File: src/rtl/arb_pkg.sv
package arb_pkg;
  localparam int N_MST   = 4;
  localparam int IDX_CPU = 3;

  typedef enum logic [1:0] {
    MODE_FIXED   = 2'd0,
    MODE_ROTATE  = 2'd1,
    MODE_HYB_CPU = 2'd2,
    MODE_HYB_EXT = 2'd3
  } arb_mode_e;

  // slot (0 = highest) of master m under code c
  function automatic logic [1:0] slot_of(logic [2:0] c, int m);
    logic [1:0] pair_pos, ext_pos, base;
    if (m == IDX_CPU) return c[2] ? 2'd3 : 2'd0;
    pair_pos = (m == 0) ? {1'b0, c[1]} : {1'b0, ~c[1]};
    if (m == 2) ext_pos = c[0] ? 2'd2 : 2'd0;
    else        ext_pos = c[0] ? pair_pos : pair_pos + 2'd1;
    base = c[2] ? 2'd0 : 2'd1;
    return base + ext_pos;
  endfunction
endpackage

File: src/rtl/arb_permuter.sv
module arb_permuter
  import arb_pkg::*;
#(
  parameter bit UNSORT = 1'b0
) (
  input  logic [2:0]       code_i,
  input  logic [N_MST-1:0] d_i,
  output logic [N_MST-1:0] q_o
);
  generate
    if (UNSORT) begin : g_unsort
      always_comb begin
        for (int m = 0; m < N_MST; m++) q_o[m] = d_i[slot_of(code_i, m)];
      end
    end else begin : g_sort
      always_comb begin
        q_o = '0;
        for (int m = 0; m < N_MST; m++) q_o[slot_of(code_i, m)] = d_i[m];
      end
    end
  endgenerate
endmodule

File: src/rtl/arb_selector.sv
module arb_selector #(
  parameter int N = 4
) (
  input  logic [N-1:0] d_i,
  output logic [N-1:0] oh_o
);
  always_comb begin
    logic found;
    found = 1'b0;
    oh_o  = '0;
    for (int i = 0; i < N; i++) begin
      if (d_i[i] && !found) begin
        oh_o[i] = 1'b1;
        found   = 1'b1;
      end
    end
  end
endmodule

File: src/rtl/arb_rot_fsm.sv
module arb_rot_fsm
  import arb_pkg::*;
#(
  parameter int CNT_W = 3
) (
  input  logic             clk_i,
  input  logic             rst_ni,
  input  logic             issue_i,
  input  logic [N_MST-1:0] win_i,
  input  logic [CNT_W-1:0] cpu_lim_i,
  input  logic [CNT_W-1:0] sb_lim_i,
  output logic [2:0]       rot_o
);
  logic             cpu_low_q, sb_low_q, pair_q;
  logic [CNT_W-1:0] cpu_cnt_q, sb_cnt_q;
  logic             ext_win, pair_win;

  assign ext_win  = |win_i[IDX_CPU-1:0];
  assign pair_win = win_i[0] | win_i[1];

  always_ff @(posedge clk_i or negedge rst_ni) begin
    if (!rst_ni) begin
      cpu_low_q <= 1'b0;
      cpu_cnt_q <= '0;
      sb_low_q  <= 1'b0;
      sb_cnt_q  <= '0;
      pair_q    <= 1'b0;
    end else if (issue_i) begin
      if (win_i[IDX_CPU]) begin
        cpu_low_q <= 1'b1;
        cpu_cnt_q <= '0;
      end else if (ext_win && cpu_low_q) begin
        if (cpu_cnt_q == cpu_lim_i) begin
          cpu_low_q <= 1'b0;
          cpu_cnt_q <= '0;
        end else begin
          cpu_cnt_q <= cpu_cnt_q + 1'b1;
        end
      end
      if (win_i[2]) begin
        sb_low_q <= 1'b1;
        sb_cnt_q <= '0;
      end else if (pair_win && sb_low_q) begin
        if (sb_cnt_q == sb_lim_i) begin
          sb_low_q <= 1'b0;
          sb_cnt_q <= '0;
        end else begin
          sb_cnt_q <= sb_cnt_q + 1'b1;
        end
      end
      if (win_i[0])      pair_q <= 1'b1;
      else if (win_i[1]) pair_q <= 1'b0;
    end
  end

  assign rot_o = {cpu_low_q, pair_q, sb_low_q};

  p_cnt_bound_r5: assert property (@(posedge clk_i) disable iff (!rst_ni)
    ($stable(cpu_lim_i) && cpu_cnt_q <= cpu_lim_i) |=> (cpu_cnt_q <= $past(cpu_lim_i)));
  p_sb_bound_r6: assert property (@(posedge clk_i) disable iff (!rst_ni)
    ($stable(sb_lim_i) && sb_cnt_q <= sb_lim_i) |=> (sb_cnt_q <= $past(sb_lim_i)));
endmodule

File: src/rtl/rprio_arbiter.sv
module rprio_arbiter
  import arb_pkg::*;
#(
  parameter int CNT_W = 3
) (
  input  logic             clk_i,
  input  logic             rst_ni,
  input  logic             cpu_req_ni,
  input  logic [2:0]       req_ni,
  input  logic [1:0]       mode_i,
  input  logic [2:0]       fix_code_i,
  input  logic [CNT_W-1:0] cpu_lim_i,
  input  logic [CNT_W-1:0] sb_lim_i,
  input  logic             park_en_i,
  input  logic             preempt_en_i,
  input  logic             idle_en_i,
  output logic             cpu_gnt_no,
  output logic [2:0]       gnt_no
);
  localparam logic [N_MST-1:0] CPU_OH = N_MST'(1) << IDX_CPU;

  logic [N_MST-1:0] req_act, sorted, sel, win;
  logic [N_MST-1:0] gnt_q, gnt_d, last_q, park_tgt;
  logic [2:0]       rot, fix_mask, code;
  logic             any_req, holder_req, others, keep, issue;

  assign req_act = {~cpu_req_ni, ~req_ni};

  always_comb begin
    unique case (arb_mode_e'(mode_i))
      MODE_FIXED:   fix_mask = 3'b111;
      MODE_ROTATE:  fix_mask = 3'b000;
      MODE_HYB_CPU: fix_mask = 3'b011;
      default:      fix_mask = 3'b100;
    endcase
  end
  assign code = (fix_mask & fix_code_i) | (~fix_mask & rot);

  arb_permuter #(.UNSORT(1'b0)) u_req_perm (.code_i(code), .d_i(req_act), .q_o(sorted));
  arb_selector #(.N(N_MST))     u_sel      (.d_i(sorted), .oh_o(sel));
  arb_permuter #(.UNSORT(1'b1)) u_gnt_perm (.code_i(code), .d_i(sel), .q_o(win));

  arb_rot_fsm #(.CNT_W(CNT_W)) u_rot (
    .clk_i, .rst_ni, .issue_i(issue), .win_i(win),
    .cpu_lim_i, .sb_lim_i, .rot_o(rot)
  );

  assign any_req    = |req_act;
  assign holder_req = |(gnt_q & req_act);
  assign others     = |(req_act & ~gnt_q);
  assign keep       = holder_req && !(preempt_en_i && others);
  assign park_tgt   = park_en_i ? last_q : CPU_OH;

  always_comb begin
    gnt_d = gnt_q;
    issue = 1'b0;
    if (!keep) begin
      if (!any_req) begin
        gnt_d = (idle_en_i && gnt_q != '0 && gnt_q != park_tgt) ? '0 : park_tgt;
      end else if (idle_en_i && gnt_q != '0 && win != gnt_q) begin
        gnt_d = '0;
      end else begin
        gnt_d = win;
        issue = 1'b1;
      end
    end
  end

  always_ff @(posedge clk_i or negedge rst_ni) begin
    if (!rst_ni) begin
      gnt_q  <= '0;
      last_q <= CPU_OH;
    end else begin
      gnt_q <= gnt_d;
      if (issue) last_q <= win;
    end
  end

  assign cpu_gnt_no = ~gnt_q[IDX_CPU];
  assign gnt_no     = ~gnt_q[IDX_CPU-1:0];

  p_one_grant_r2: assert property (@(posedge clk_i) disable iff (!rst_ni)
    $onehot0(~{cpu_gnt_no, gnt_no}));
  p_grant_to_requester_r2: assert property (@(posedge clk_i) disable iff (!rst_ni)
    any_req |=> ((~{cpu_gnt_no, gnt_no}) == '0 || |((~{cpu_gnt_no, gnt_no}) & $past(req_act))));
  p_hold_r8: assert property (@(posedge clk_i) disable iff (!rst_ni)
    (!preempt_en_i && |((~{cpu_gnt_no, gnt_no}) & req_act))
      |=> ({cpu_gnt_no, gnt_no} == $past({cpu_gnt_no, gnt_no})));
  p_park_cpu_r9: assert property (@(posedge clk_i) disable iff (!rst_ni)
    (!any_req && !park_en_i && !idle_en_i) |=> (!cpu_gnt_no && gnt_no == 3'b111));
  p_idle_gap_r11: assert property (@(posedge clk_i) disable iff (!rst_ni)
    (idle_en_i && {cpu_gnt_no, gnt_no} != 4'b1111)
      |=> ({cpu_gnt_no, gnt_no} == $past({cpu_gnt_no, gnt_no}) || {cpu_gnt_no, gnt_no} == 4'b1111));
endmodule

File: config.mk
export PLATFORM = sky130hd
export DESIGN_NAME = rprio_arbiter
export DESIGN_NICKNAME = d
export VERILOG_FILES = /design/src/rtl/arb_pkg.sv /design/src/rtl/arb_permuter.sv /design/src/rtl/arb_selector.sv /design/src/rtl/arb_rot_fsm.sv /design/src/rtl/rprio_arbiter.sv
export SDC_FILE = /design/constraint.sdc
export NUM_CORES = 1
export LEC_CHECK = 0
export BUFFER_PORTS_ARGS = -buffer_cell sky130_fd_sc_hd__buf_2
export CAP_MARGIN = 40
export CORE_UTILIZATION = 53
export CTS_CLUSTER_SIZE = 12
export DETAILED_ROUTE_END_ITERATION = 16
export GPL_TIMING_DRIVEN = 0
export PLACE_DENSITY_LB_ADDON = 0.25
export SLEW_MARGIN = 15
export SYNTH_ARGS = -nofsm -noshare
export SYNTH_HDL_FRONTEND = slang
export SYNTH_SLANG_ARGS = --single-unit
File: constraint.sdc
create_clock -name clk_i -period 3.95 [get_ports clk_i]
set_input_delay 0.395 -clock clk_i [delete_from_list [all_inputs] [get_ports clk_i]]
set_output_delay 0.395 -clock clk_i [all_outputs]
set_load 0.01 [all_outputs]
==> impl_metrics.yaml, run 1 <==
drt:
  wire_per_inst_um: 17.7
  drt-met1-wl_um: 2200
  wl_met2_um: 2890
  wl_met3_um: 319
  wl_um: 5630
  dr.pass1.iters: 5
  detail-route-antenna-nets: 0
  via_per_inst: 6.49
  dr_total_vias: 2070
  route.detailed.drc: 0
  drtIter0Drc: 154
  top_layer_used: "met4"
yosys:
  synth_edf_count: 0
  syn_area_per_cell_um2: 8.15
  synth_cell_types: 65
  syn-cell-area_mm2: 0.00185
  synth-seq-cells: 17
  ys_warn_count: 0
  yosysSeqAreaShare_pct: 23.1
  async_reset_ff_share_pct: 100
  synth_fp_nets: 255
  ys.flop_type: "dfrtp_1"
  syn_inst: 227
finish:
  syn_to_final_growth_pct: 39.0
  n_fill_cell: 248
  regArea_um2: 428
  stdcell_area_mm2: 0.00257
  multiInputGateArea_mm2: 0.00158
  finalNetCount: 302
  antenna_cells: 0
  drive_above_1_share_pct: 39.9
sta:
  worst_pin_slew_ns: 0.585
  fin_ws_ns: -0.296
  grt_setup_unrepaired: "yes"
  slew-limit-headroom_pct: 61.0
  max_freq_ghz: 0.236
  period_minus_slack_ns: 4.25
  setup_violations: 17
  slew_violations: 0
  report.final.hold_viol_count: 0
  min_period_over_period_pct: 107
  whs_ns: 0.00379
  finClkSkew_ns: 0.00372
clocking:
  path_clk_slew_ns: 0.10
  clkLatencyLatePin_ns: 0.29
  cts_hold_buffers: 0
  htreeDepth: 1
  cts_buffers: 3
  cts_tree: "built"
  cts_max_path_buffers: 2
  cts.sinks: 17
  root_buffer: "clkbuf_4"
power:
  finalPower_uw: 2360
  p_leak_uw: 0.00101
  power_density_mw_per_mm2: 918
  ir_drop_uv: 601
global_route:
  track_usage_pct: 30.8
  antenna_found_initial: 0
  grt_pass1_wl_um: 8730
  grt_max_degree: 18
  grt_pass1_vias: 1951
  grt_overflow: 0
hold_path:
  hp-class: "input port to asynchronous set/reset pin"
floorplan:
  die-width_um: 61.1
  start_util_pct: 55.5
  rows: 21
  die_h_um: 61.1
  io_pins: 24
  core_mm2: 0.00334
  dieArea_mm2: 0.00373
place:
  hpwl_um: 3420
  pre_cts_ws_ns: -0.888
  place_congestion: 0.896
  post_dp_cell_area_mm2: 0.00213
  port_buffers: 22
setup_path:
  arrival_ns: 4.47
  critPathCaptureType: "register"
  setup.worst_path.class: "input port to register"
  critPathLaunchType: "input port"
  crit_required_ns: 4.17
  path_max_fanout: 7
outcome:
  violations: "setup timing"
  status: "complete, but fails checks"
flow_run:
  max_cap_viol_count: 0
==> logic make-up (layout without fill, tap and decap cells) <==
kind of cell | count (synthesis) | after routing | synth area share [%]
xor+xnor | 13 | 13 | 6.15
compound gates | 78 | 78 | 34.5
simple gates | 68 | 68 | 20.0
mux | 4 | 4 | 2.37
buf+inv | 39 | 85 | 8.52
fa+ha+maj | 8 | 8 | 5.41
flops | 17 | 17 | 23.1
==> path summary, 6_finish.rpt <==
kind                       cells after the start           start                  to  slack (ns)
max in group asynchronous                      1          rst_ni           last_q[3]        3.64
hold / removal                                 1          rst_ni  u_rot.cpu_cnt_q[0]       0.004
min in group clk_i                             4       park_en_i            gnt_q[3]        0.45
setup reg to reg                              17  u_rot.sb_low_q  u_rot.cpu_cnt_q[2]       -0.30
setup / recovery                              20       mode_i[1]  u_rot.cpu_cnt_q[2]       -0.30
hold reg to reg                                2       last_q[3]           last_q[3]        0.52
==> sequential cells by signal (all words and copies together) (netlist names) <==
name             cells
gnt_q                4
last_q               4
u_rot.sb_cnt_q       3
u_rot.cpu_low_q      1
u_rot.sb_low_q       1
u_rot.pair_q         1
u_rot.cpu_cnt_q      3
==> worst max-delay path, stage by stage <==
cell	delay, ns
buf_4	0.10
inv_2	0.04
ha_4	0.16
or3b_4	0.41
nand2_4	0.11
inv_4	0.04
ha_4	0.25
inv_2	0.04
ha_4	0.31
inv_8	0.05
a2111oi_4	0.41
buf_4	0.22
nor2_2	0.05
o21ai_2	0.23
a2111oi_4	0.12
or4_1	0.49
a221o_1	0.38
buf_6	0.15
a211o_1	0.31
o211ai_2	0.17
==> cell usage in the layout (no fill, tap or decap), types with 3 or more instances in the layout <==
| cell type | synthesis | routed |
|---|---|---|
| a2111oi_4 | 2 | 3 |
| a21oi_1 | 12 | 6 |
| a21oi_2 | 0 | 5 |
| a32oi_1 | 3 | 3 |
| buf_2 | 3 | 20 |
| buf_4 | 0 | 23 |
| buf_6 | 1 | 4 |
| clkbuf_1 | 8 | 7 |
| clkbuf_4 | 0 | 3 |
| dfrtp_1 | 16 | 15 |
| ha_4 | 0 | 6 |
| inv_1 | 24 | 19 |
| inv_2 | 2 | 3 |
| nand2_1 | 14 | 13 |
| nand3_1 | 7 | 7 |
| nand4_1 | 4 | 4 |
| nor2_1 | 11 | 10 |
| nor3_1 | 6 | 5 |
| o21ai_0 | 6 | 4 |
| o21ai_1 | 6 | 6 |
| o221ai_1 | 3 | 3 |
| o22ai_1 | 9 | 9 |
| o31ai_1 | 6 | 5 |
| or3_1 | 6 | 5 |
| xor2_1 | 9 | 7 |
==> synth_stat cells, drive strengths merged (3+ instances only) <==
| cell type | number | area, um2 |
|---|---|---|
| o22ai | 9 | 56.3 |
| buf | 5 | 30.0 |
| o311ai | 3 | 43.8 |
| xnor2 | 4 | 35.0 |
| nand2 | 15 | 58.8 |
| a22oi | 3 | 27.5 |
| a32oi | 3 | 26.3 |
| or3 | 6 | 37.5 |
| mux2 | 3 | 33.8 |
| o221ai | 4 | 41.3 |
| o211ai | 3 | 27.5 |
| a2111oi | 3 | 63.8 |
| o31ai | 7 | 57.6 |
| dfrtp | 16 | 400 |
| inv | 26 | 97.6 |
| nand4 | 4 | 25.0 |
| ha | 8 | 100 |
| nor3 | 6 | 30.0 |
| nor4 | 3 | 18.8 |
| xor2 | 9 | 78.8 |
| nor2 | 11 | 41.3 |
| clkbuf | 8 | 30.0 |
| o21ai | 12 | 60.1 |
| nand3 | 7 | 35.0 |
| a21oi | 12 | 60.1 |
==> report_power, final <==
group	internal, uW	switching, uW
logic	882	1050
clock network	39.3	53.8
registers	259	73.3
==> cell type report <==
class                   instances  share of cell area, %
plain buffers                  10                   2.33
multi-input cells             171                   61.3
inverters                      26                   4.86
well taps                      46                   2.24
repair buffers                 45                   11.6
clock buffers                   4                   1.02
flip-flops and latches         17                   16.6
==> timing repair <==
item	4_1_cts	5_1_grt
setup buffers	19	4
setup endpoints to repair	17	17
gates cloned	0	0
pin swaps	21	23
gates resized for setup	34	18
==> per-stage QoR <==
stage	utilization (%)	TNS, ns	cells
finish	77.1	-3.33	319
global route	77.1	-5.04	319
CTS	73.8	-1.86	316
detailed placement	63.7	-12.37	295
global placement	63.7	-11.97	295
floorplan	-	-3.35	227
==> routing by layer <==
layer / GRT usage [%] / up-vias
met2: 53.4 / 112
met1: 36.6 / 974
met5: 0 / -
met4: 16.2 / 0
li1: - / 949
met3: 5.04 / 35
Power figures use the tool's default switching activity.
==> inputs of run 2 (changes only) <==
--- a/config.mk
+++ b/config.mk
@@ -7,6 +7,7 @@
 export LEC_CHECK = 0
 export BUFFER_PORTS_ARGS = -buffer_cell sky130_fd_sc_hd__buf_2
 export CAP_MARGIN = 40
+export CORE_ASPECT_RATIO = 1.2
 export CORE_UTILIZATION = 53
 export CTS_CLUSTER_SIZE = 12
 export DETAILED_ROUTE_END_ITERATION = 16
==> impl_metrics.yaml, run 2 (synthesis results as in run 1) <==
power:
  internal-power_uw: 1350
  finalPower_uw: 2660
  p_clk_share_pct: 5.0
  p_leak_uw: 0.00109
  comb_power_share_pct: 82.7
  ir_drop_uv: 750
  power_density_mw_per_mm2: 974
  p_sw_uw: 1320
  pwr-share-seq_pct: 12.4
  power_switching_share_pct: 49.4
setup_path:
  path_max_fanout: 5
  cpMostUsedCell: "ha_4"
  slowest_stage: "a2111oi_4"
  crit_required_ns: 4.13
  arrival_ns: 4.35
  setup.worst_path.class: "input port to register"
  critical_path.cell_chain: "buf_8 -> inv_12 -> ha_4 -> or3b_4 -> nand2_4 -> inv_2 -> ha_4 -> inv_2 -> ha_4 -> inv_8 -> a2111oi_4 -> buf_4 -> o31ai_4 -> or3b_4 -> a31oi_4 -> o21ai_1 -> a221o_1 -> buf_6 -> and2_4 -> buf_6 -> o22ai_1"
  critPathLaunchType: "input port"
  critPathCaptureType: "register"
  worst_path_largest_cell_delay_ns: 0.45
clocking:
  path_clk_slew_ns: 0.07
  htreeDepth: 1
  cts_hold_buffers: 0
  cts_tree: "built"
  cts_max_path_buffers: 2
  cts.sinks: 17
  root_buffer: "clkbuf_8"
  clkLatencyLatePin_ns: 0.26
  cts_buffers: 3
finish:
  multiInputGateArea_mm2: 0.00166
  fin_util_pct: 81.9
  syn_to_final_growth_pct: 47.8
  regArea_um2: 427
  drive_above_1_share_pct: 43.7
  top_regs: "gnt_q: 4 flops, last_q: 4 flops"
  finalNetCount: 306
  antenna_cells: 0
  n_fill_cell: 185
  mostFrequentLayoutCells: "20 x inv_1, 20 x buf_4, 20 x buf_2, 16 x dfrtp_1, 13 x nand2_1"
floorplan:
  io_pins: 24
  rows: 23
  core_mm2: 0.00334
  start_util_pct: 55.4
  die_h_um: 66.7
  dieArea_mm2: 0.00373
  die-width_um: 55.9
global_route:
  track_usage_pct: 30.4
  grt_max_degree: 18
  grt_overflow: 0
  antenna_found_initial: 0
  grt_pass1_wl_um: 8830
  grt_pass1_vias: 1910
sta:
  fin_ws_ns: -0.229
  slew-limit-headroom_pct: 61.9
  max_freq_ghz: 0.239
  finClkSkew_ns: 0.00448
  min_period_over_period_pct: 106
  setup_tns_ns: -2.72
  period_minus_slack_ns: 4.18
  whs_ns: 0.0456
  slew_violations: 0
  setup_violations: 17
  report.final.hold_viol_count: 0
  worst_pin_slew_ns: 0.571
  grt_setup_unrepaired: "yes"
hold_path:
  hp-class: "input port to asynchronous set/reset pin"
drt:
  route.detailed.drc: 0
  dr_total_vias: 2084
  detail-route-antenna-nets: 0
  wire_per_inst_um: 19.8
  wl_um: 6230
  drtIter0Drc: 137
  via_per_inst: 6.64
  dr.pass1.iters: 4
outcome:
  violations: "setup timing"
  status: "complete, but fails checks"
place:
  hpwl_um: 3490
  pre_cts_ws_ns: -0.950
  place_congestion: 0.920
  port_buffers: 22
flow_run:
  max_cap_viol_count: 0
[run 2: changes by cell type in the layout (fill, tap and decap cells not counted), moves of 3 or more]
cell	change
o21ai_1	-4
buf_4	-3
buf_6	+3
clkbuf_4	-3
clkbuf_8	+3
[run 2: final cells by class]
class / count / share of cell area [%]
inverters: 26 / 4.48
well taps: 37 / 1.69
repair buffers: 48 / 13.4
flip-flops and latches: 17 / 15.6
repair inverters: 1 / 0.229
plain buffers: 10 / 2.20
clock buffers: 4 / 1.65
multi-input cells: 171 / 60.8
[run 2: metal layers]
| metal | up-vias | global-route usage [%] | wire, um |
|---|---|---|---|
| met1 | 1007 | 35.3 | 2270 |
| met3 | 32 | 3.30 | 305 |
| li1 | 957 | - | - |
| met5 | - | 0 | 0 |
| met2 | 88 | 57.1 | 3350 |
| met4 | 0 | 12.5 | 300 |
[run 2: power by group through the flow]
stage / Combinational, uW / Clock [uW] / Sequential [uW]
2_1_floorplan: 1140 / 0 / 309
3_3_place_gp: 1370 / 0 / 327
3_5_place_dp: 1390 / 0 / 330
4_1_cts: 1830 / 133 / 325
5_1_grt: 2340 / 138 / 336
6_report: 2200 / 132 / 330
[run 2: final timing paths]
path | startpoint | endpoint | slack (ns) | cells past startpoint
setup / recovery | mode_i[0] | u_rot.sb_low_q | -0.23 | 21
hold / removal | rst_ni | u_rot.sb_cnt_q[1] | 0.05 | 1
setup reg to reg | u_rot.sb_low_q | u_rot.sb_low_q | -0.17 | 18
hold reg to reg | last_q[3] | last_q[3] | 0.52 | 2
max in group asynchronous | rst_ni | last_q[3] | 3.59 | 1
min in group clk_i | park_en_i | gnt_q[3] | 0.49 | 4
[run 2: critical path: cells and delay by family]
family / cells / cell delay, ns
adder cells (fa/ha/maj): 3 / 0.71
AO/OA/AOI/OAI: 6 / 1.38
AND/OR/NAND/NOR: 4 / 1.11
buffers and inverters: 8 / 0.74
[run 2: repair_timing]
item,in CTS,in global routing
setup endpoints to repair,17,17
buffers inserted,18,7
resized for setup,50,23
cloned,1,2
pin swaps,20,13
[run 2: stage by stage]
stage / cells / area (um2)
6_report: 314 / 2740
5_1_grt: 314 / 2740
4_1_cts: 307 / 2530
3_5_place_dp: 286 / 2120
3_3_place_gp: 286 / 2120
2_1_floorplan: 227 / 1960
==> inputs of run 3 (changes only) <==
--- a/config.mk
+++ b/config.mk
@@ -5,11 +5,12 @@
 export SDC_FILE = /design/constraint.sdc
 export NUM_CORES = 1
 export LEC_CHECK = 0
+export ABC_AREA = 1
 export BUFFER_PORTS_ARGS = -buffer_cell sky130_fd_sc_hd__buf_2
 export CAP_MARGIN = 40
 export CORE_ASPECT_RATIO = 1.2
-export CORE_UTILIZATION = 53
-export CTS_CLUSTER_SIZE = 12
+export CORE_UTILIZATION = 52
+export CTS_CLUSTER_SIZE = 28
 export DETAILED_ROUTE_END_ITERATION = 16
 export GPL_TIMING_DRIVEN = 0
 export PLACE_DENSITY_LB_ADDON = 0.25
==> impl_metrics.yaml, run 3 <==
outcome:
  status: "complete, no violations"
drt:
  wire_per_inst_um: 12.2
  wl_met2_um: 2090
  wl_um: 4150
  route.detailed.drc: 0
  drtIter0Drc: 50
  wl_met3_um: 151
  dr_total_vias: 1805
  detail-route-antenna-nets: 0
  via_per_inst: 5.32
  dr.pass1.iters: 5
  top_layer_used: "met4"
  drt-met1-wl_um: 1810
power:
  internal-power_uw: 759
  comb_power_share_pct: 72.6
  power_density_mw_per_mm2: 842
  ir_drop_uv: 483
  power_switching_share_pct: 55.2
  pwr-share-seq_pct: 19.6
  p_clk_share_pct: 7.8
  p_leak_uw: 0.00114
  p_sw_uw: 936
finish:
  final_common_cell: "nand2_1"
  syn_to_final_growth_pct: 11.5
  drive_above_1_share_pct: 21.5
  antenna_cells: 0
  top_regs: "gnt_q: 4 flops, last_q: 4 flops"
  mostFrequentLayoutCells: "95 x nand2_1, 32 x inv_1, 27 x nand3_1, 24 x buf_2, 17 x nor2_1"
  finalNetCount: 331
  n_fill_cell: 349
  fin_util_pct: 60.3
clocking:
  cts_setup_buffers: 0
  cts.sinks: 17
  htreeDepth: 1
  cts_resized: 0
  cts_tree: "built"
  clkLatencyLatePin_ns: 0.26
  path_clk_slew_ns: 0.07
  cts_hold_buffers: 0
  cts_buffers: 3
  root_buffer: "clkbuf_8"
  cts_max_path_buffers: 2
floorplan:
  rows: 23
  core_mm2: 0.00334
  die_h_um: 66.6
  io_pins: 24
  start_util_pct: 54.1
  dieArea_mm2: 0.00372
  die-width_um: 55.8
place:
  port_buffers: 23
  place_congestion: 0.869
  hpwl_um: 3370
yosys:
  synth_commonest_cells: "95 x nand2_1, 32 x inv_1, 27 x nand3_1"
  syn-cell-area_mm2: 0.00181
  yosys-top-cells-area: "dfrtp_1 22%, nand2_1 20%, nand3_1 7.5%"
  ys.flop_type: "dfrtp_1"
  async_reset_ff_share_pct: 100
  yosysSeqAreaShare_pct: 23.6
  syn_area_per_cell_um2: 6.57
  synth_top_area_share_pct: 22.2
  yosysMostFrequentCell: "nand2_1"
  synth_fp_nets: 303
  synth-seq-cells: 17
  synth_edf_count: 0
  syn_inst: 275
  synth_largest_area_cell: "dfrtp_1"
  ys_warn_count: 0
  synth_cell_types: 32
setup_path:
  endpoint: "u_rot.sb_low_q"
  critPathCaptureType: "register"
  setup.worst_path.class: "input port to register"
  regToRegEndpoint: "u_rot.sb_low_q"
  ff2ff_setup_slack_ns: 0.75
  cp-startpoint: "mode_i[0]"
  crit_required_ns: 4.11
  path_max_fanout: 10
  arrival_ns: 3.59
  r2r_cells: 24
  r2r_start: "u_rot.sb_low_q"
  critPathLaunchType: "input port"
sta:
  slew_violations: 0
  setup_tns_ns: 0
  finClkSkew_ns: 0.00453
  max_freq_ghz: 0.291
  report.final.hold_viol_count: 0
  grt_setup_unrepaired: "no"
  period_minus_slack_ns: 3.43
  slew-limit-headroom_pct: 56.4
  setup_violations: 0
  worst_pin_slew_ns: 0.649
  min_period_over_period_pct: 86.9
flow_run:
  max_cap_viol_count: 0
global_route:
  antenna_found_initial: 0
  grt_max_degree: 18
  grt_overflow: 0
  track_usage_pct: 24.1
  grt_pass1_wl_um: 7080
  grt_pass1_vias: 1655
hold_path:
  hp-class: "input port to asynchronous set/reset pin"
[run 3: cell count changes after synthesis, sizes merged, moves of 9 or more]
cell / before / now
nand2: 15 / 111
nand3: 7 / 34
inv: 26 / 37
nor2: 11 / 22
nand4: 4 / 14
a21oi: 12 / 3
[run 3: cell families after synthesis]
group | after synthesis | share of synthesized area, %
adders and majority gates | 8 | 5.54
and+or+nand+nor | 184 | 50.1
buffers and inverters | 39 | 8.73
xor gates and xnor gates | 13 | 6.30
DFF | 17 | 23.6
AOI/OAI and AO/OA | 14 | 5.75
[run 3: final cells by class]
class | count | area (um2) | area share (%)
multi-input combinational | 219 | 1220 | 60.7
sequential | 17 | 427 | 21.2
inverter | 37 | 141 | 7.02
timing repair buffer | 23 | 115 | 5.71
tap | 37 | 46.3 | 2.30
clock buffer | 3 | 41.3 | 2.05
buffer | 2 | 16.3 | 0.807
clock inverter | 1 | 5.00 | 0.248
[run 3: power groups by stage]
| stage | clock (uW) | sequential (uW) | combinational (uW) |
|---|---|---|---|
| 3_3_place_gp | 0 | 332 | 1200 |
| 5_1_grt | 141 | 339 | 1410 |
| 3_5_place_dp | 0 | 333 | 1230 |
| 6_report | 133 | 332 | 1230 |
| 2_1_floorplan | 0 | 310 | 998 |
| 4_1_cts | 134 | 331 | 1230 |
[run 3: worst min-delay path by stage]
| stage | slack, ns | from | to | cells after the start |
|---|---|---|---|---|
| after global routing | 0.08 | rst_ni | u_rot.sb_cnt_q[0] | 1 |
| after detailed placement | 0.34 | rst_ni | u_rot.sb_cnt_q[2] | 1 |
| final | 0.05 | rst_ni | u_rot.sb_cnt_q[0] | 1 |
| after floorplan | 0.1 | rst_ni | gnt_q[0] | 0 |
| after global placement | 0.34 | rst_ni | u_rot.sb_cnt_q[0] | 1 |
| after CTS | 0.06 | rst_ni | u_rot.sb_cnt_q[2] | 1 |
[run 3: worst max-delay path: stages]
cell and delay (ns):
buf_2 0.07, inv_1 0.04, ha_1 0.22, nor2_2 0.16, nand2_2 0.10, nand2_4 0.13, inv_1 0.10, ha_1 0.28
inv_1 0.04, ha_1 0.31, nor2_1 0.16, nand3_1 0.12, nand2_1 0.10, nand3_2 0.08, nand2_4 0.10, nand2_4 0.07
nand3_1 0.10, nand2_1 0.05, nand3b_1 0.20, nand2_1 0.08, nand2_1 0.06, nor2_2 0.11, nand2_2 0.07, nand2_4 0.09
buf_6 0.15, nand3_1 0.07, nand2_1 0.07, nand2_1 0.05
[run 3: layer usage]
layer  up-vias  GRT usage [%]
li1        945              -
met1       812           28.5
met2        37           44.7
met3        11           3.50
met4         0           8.54
met5         -              0
[run 3: through the flow]
| step | area (um2) | std cells | power (uW) | hold slack (ns) | worst slack, ns |
|---|---|---|---|---|---|
| floorplan | 1810 | 275 | 1310 | 0.0994 | 0.701 |
| global placement | 1970 | 335 | 1540 | 0.336 | 0.334 |
| detailed placement | 1970 | 335 | 1560 | 0.340 | 0.250 |
| CTS | 2010 | 339 | 1700 | 0.0578 | 0.508 |
| global route | 2010 | 339 | 1890 | 0.0750 | 0.201 |
| finish | 2010 | 339 | 1700 | 0.0502 | 0.519 |
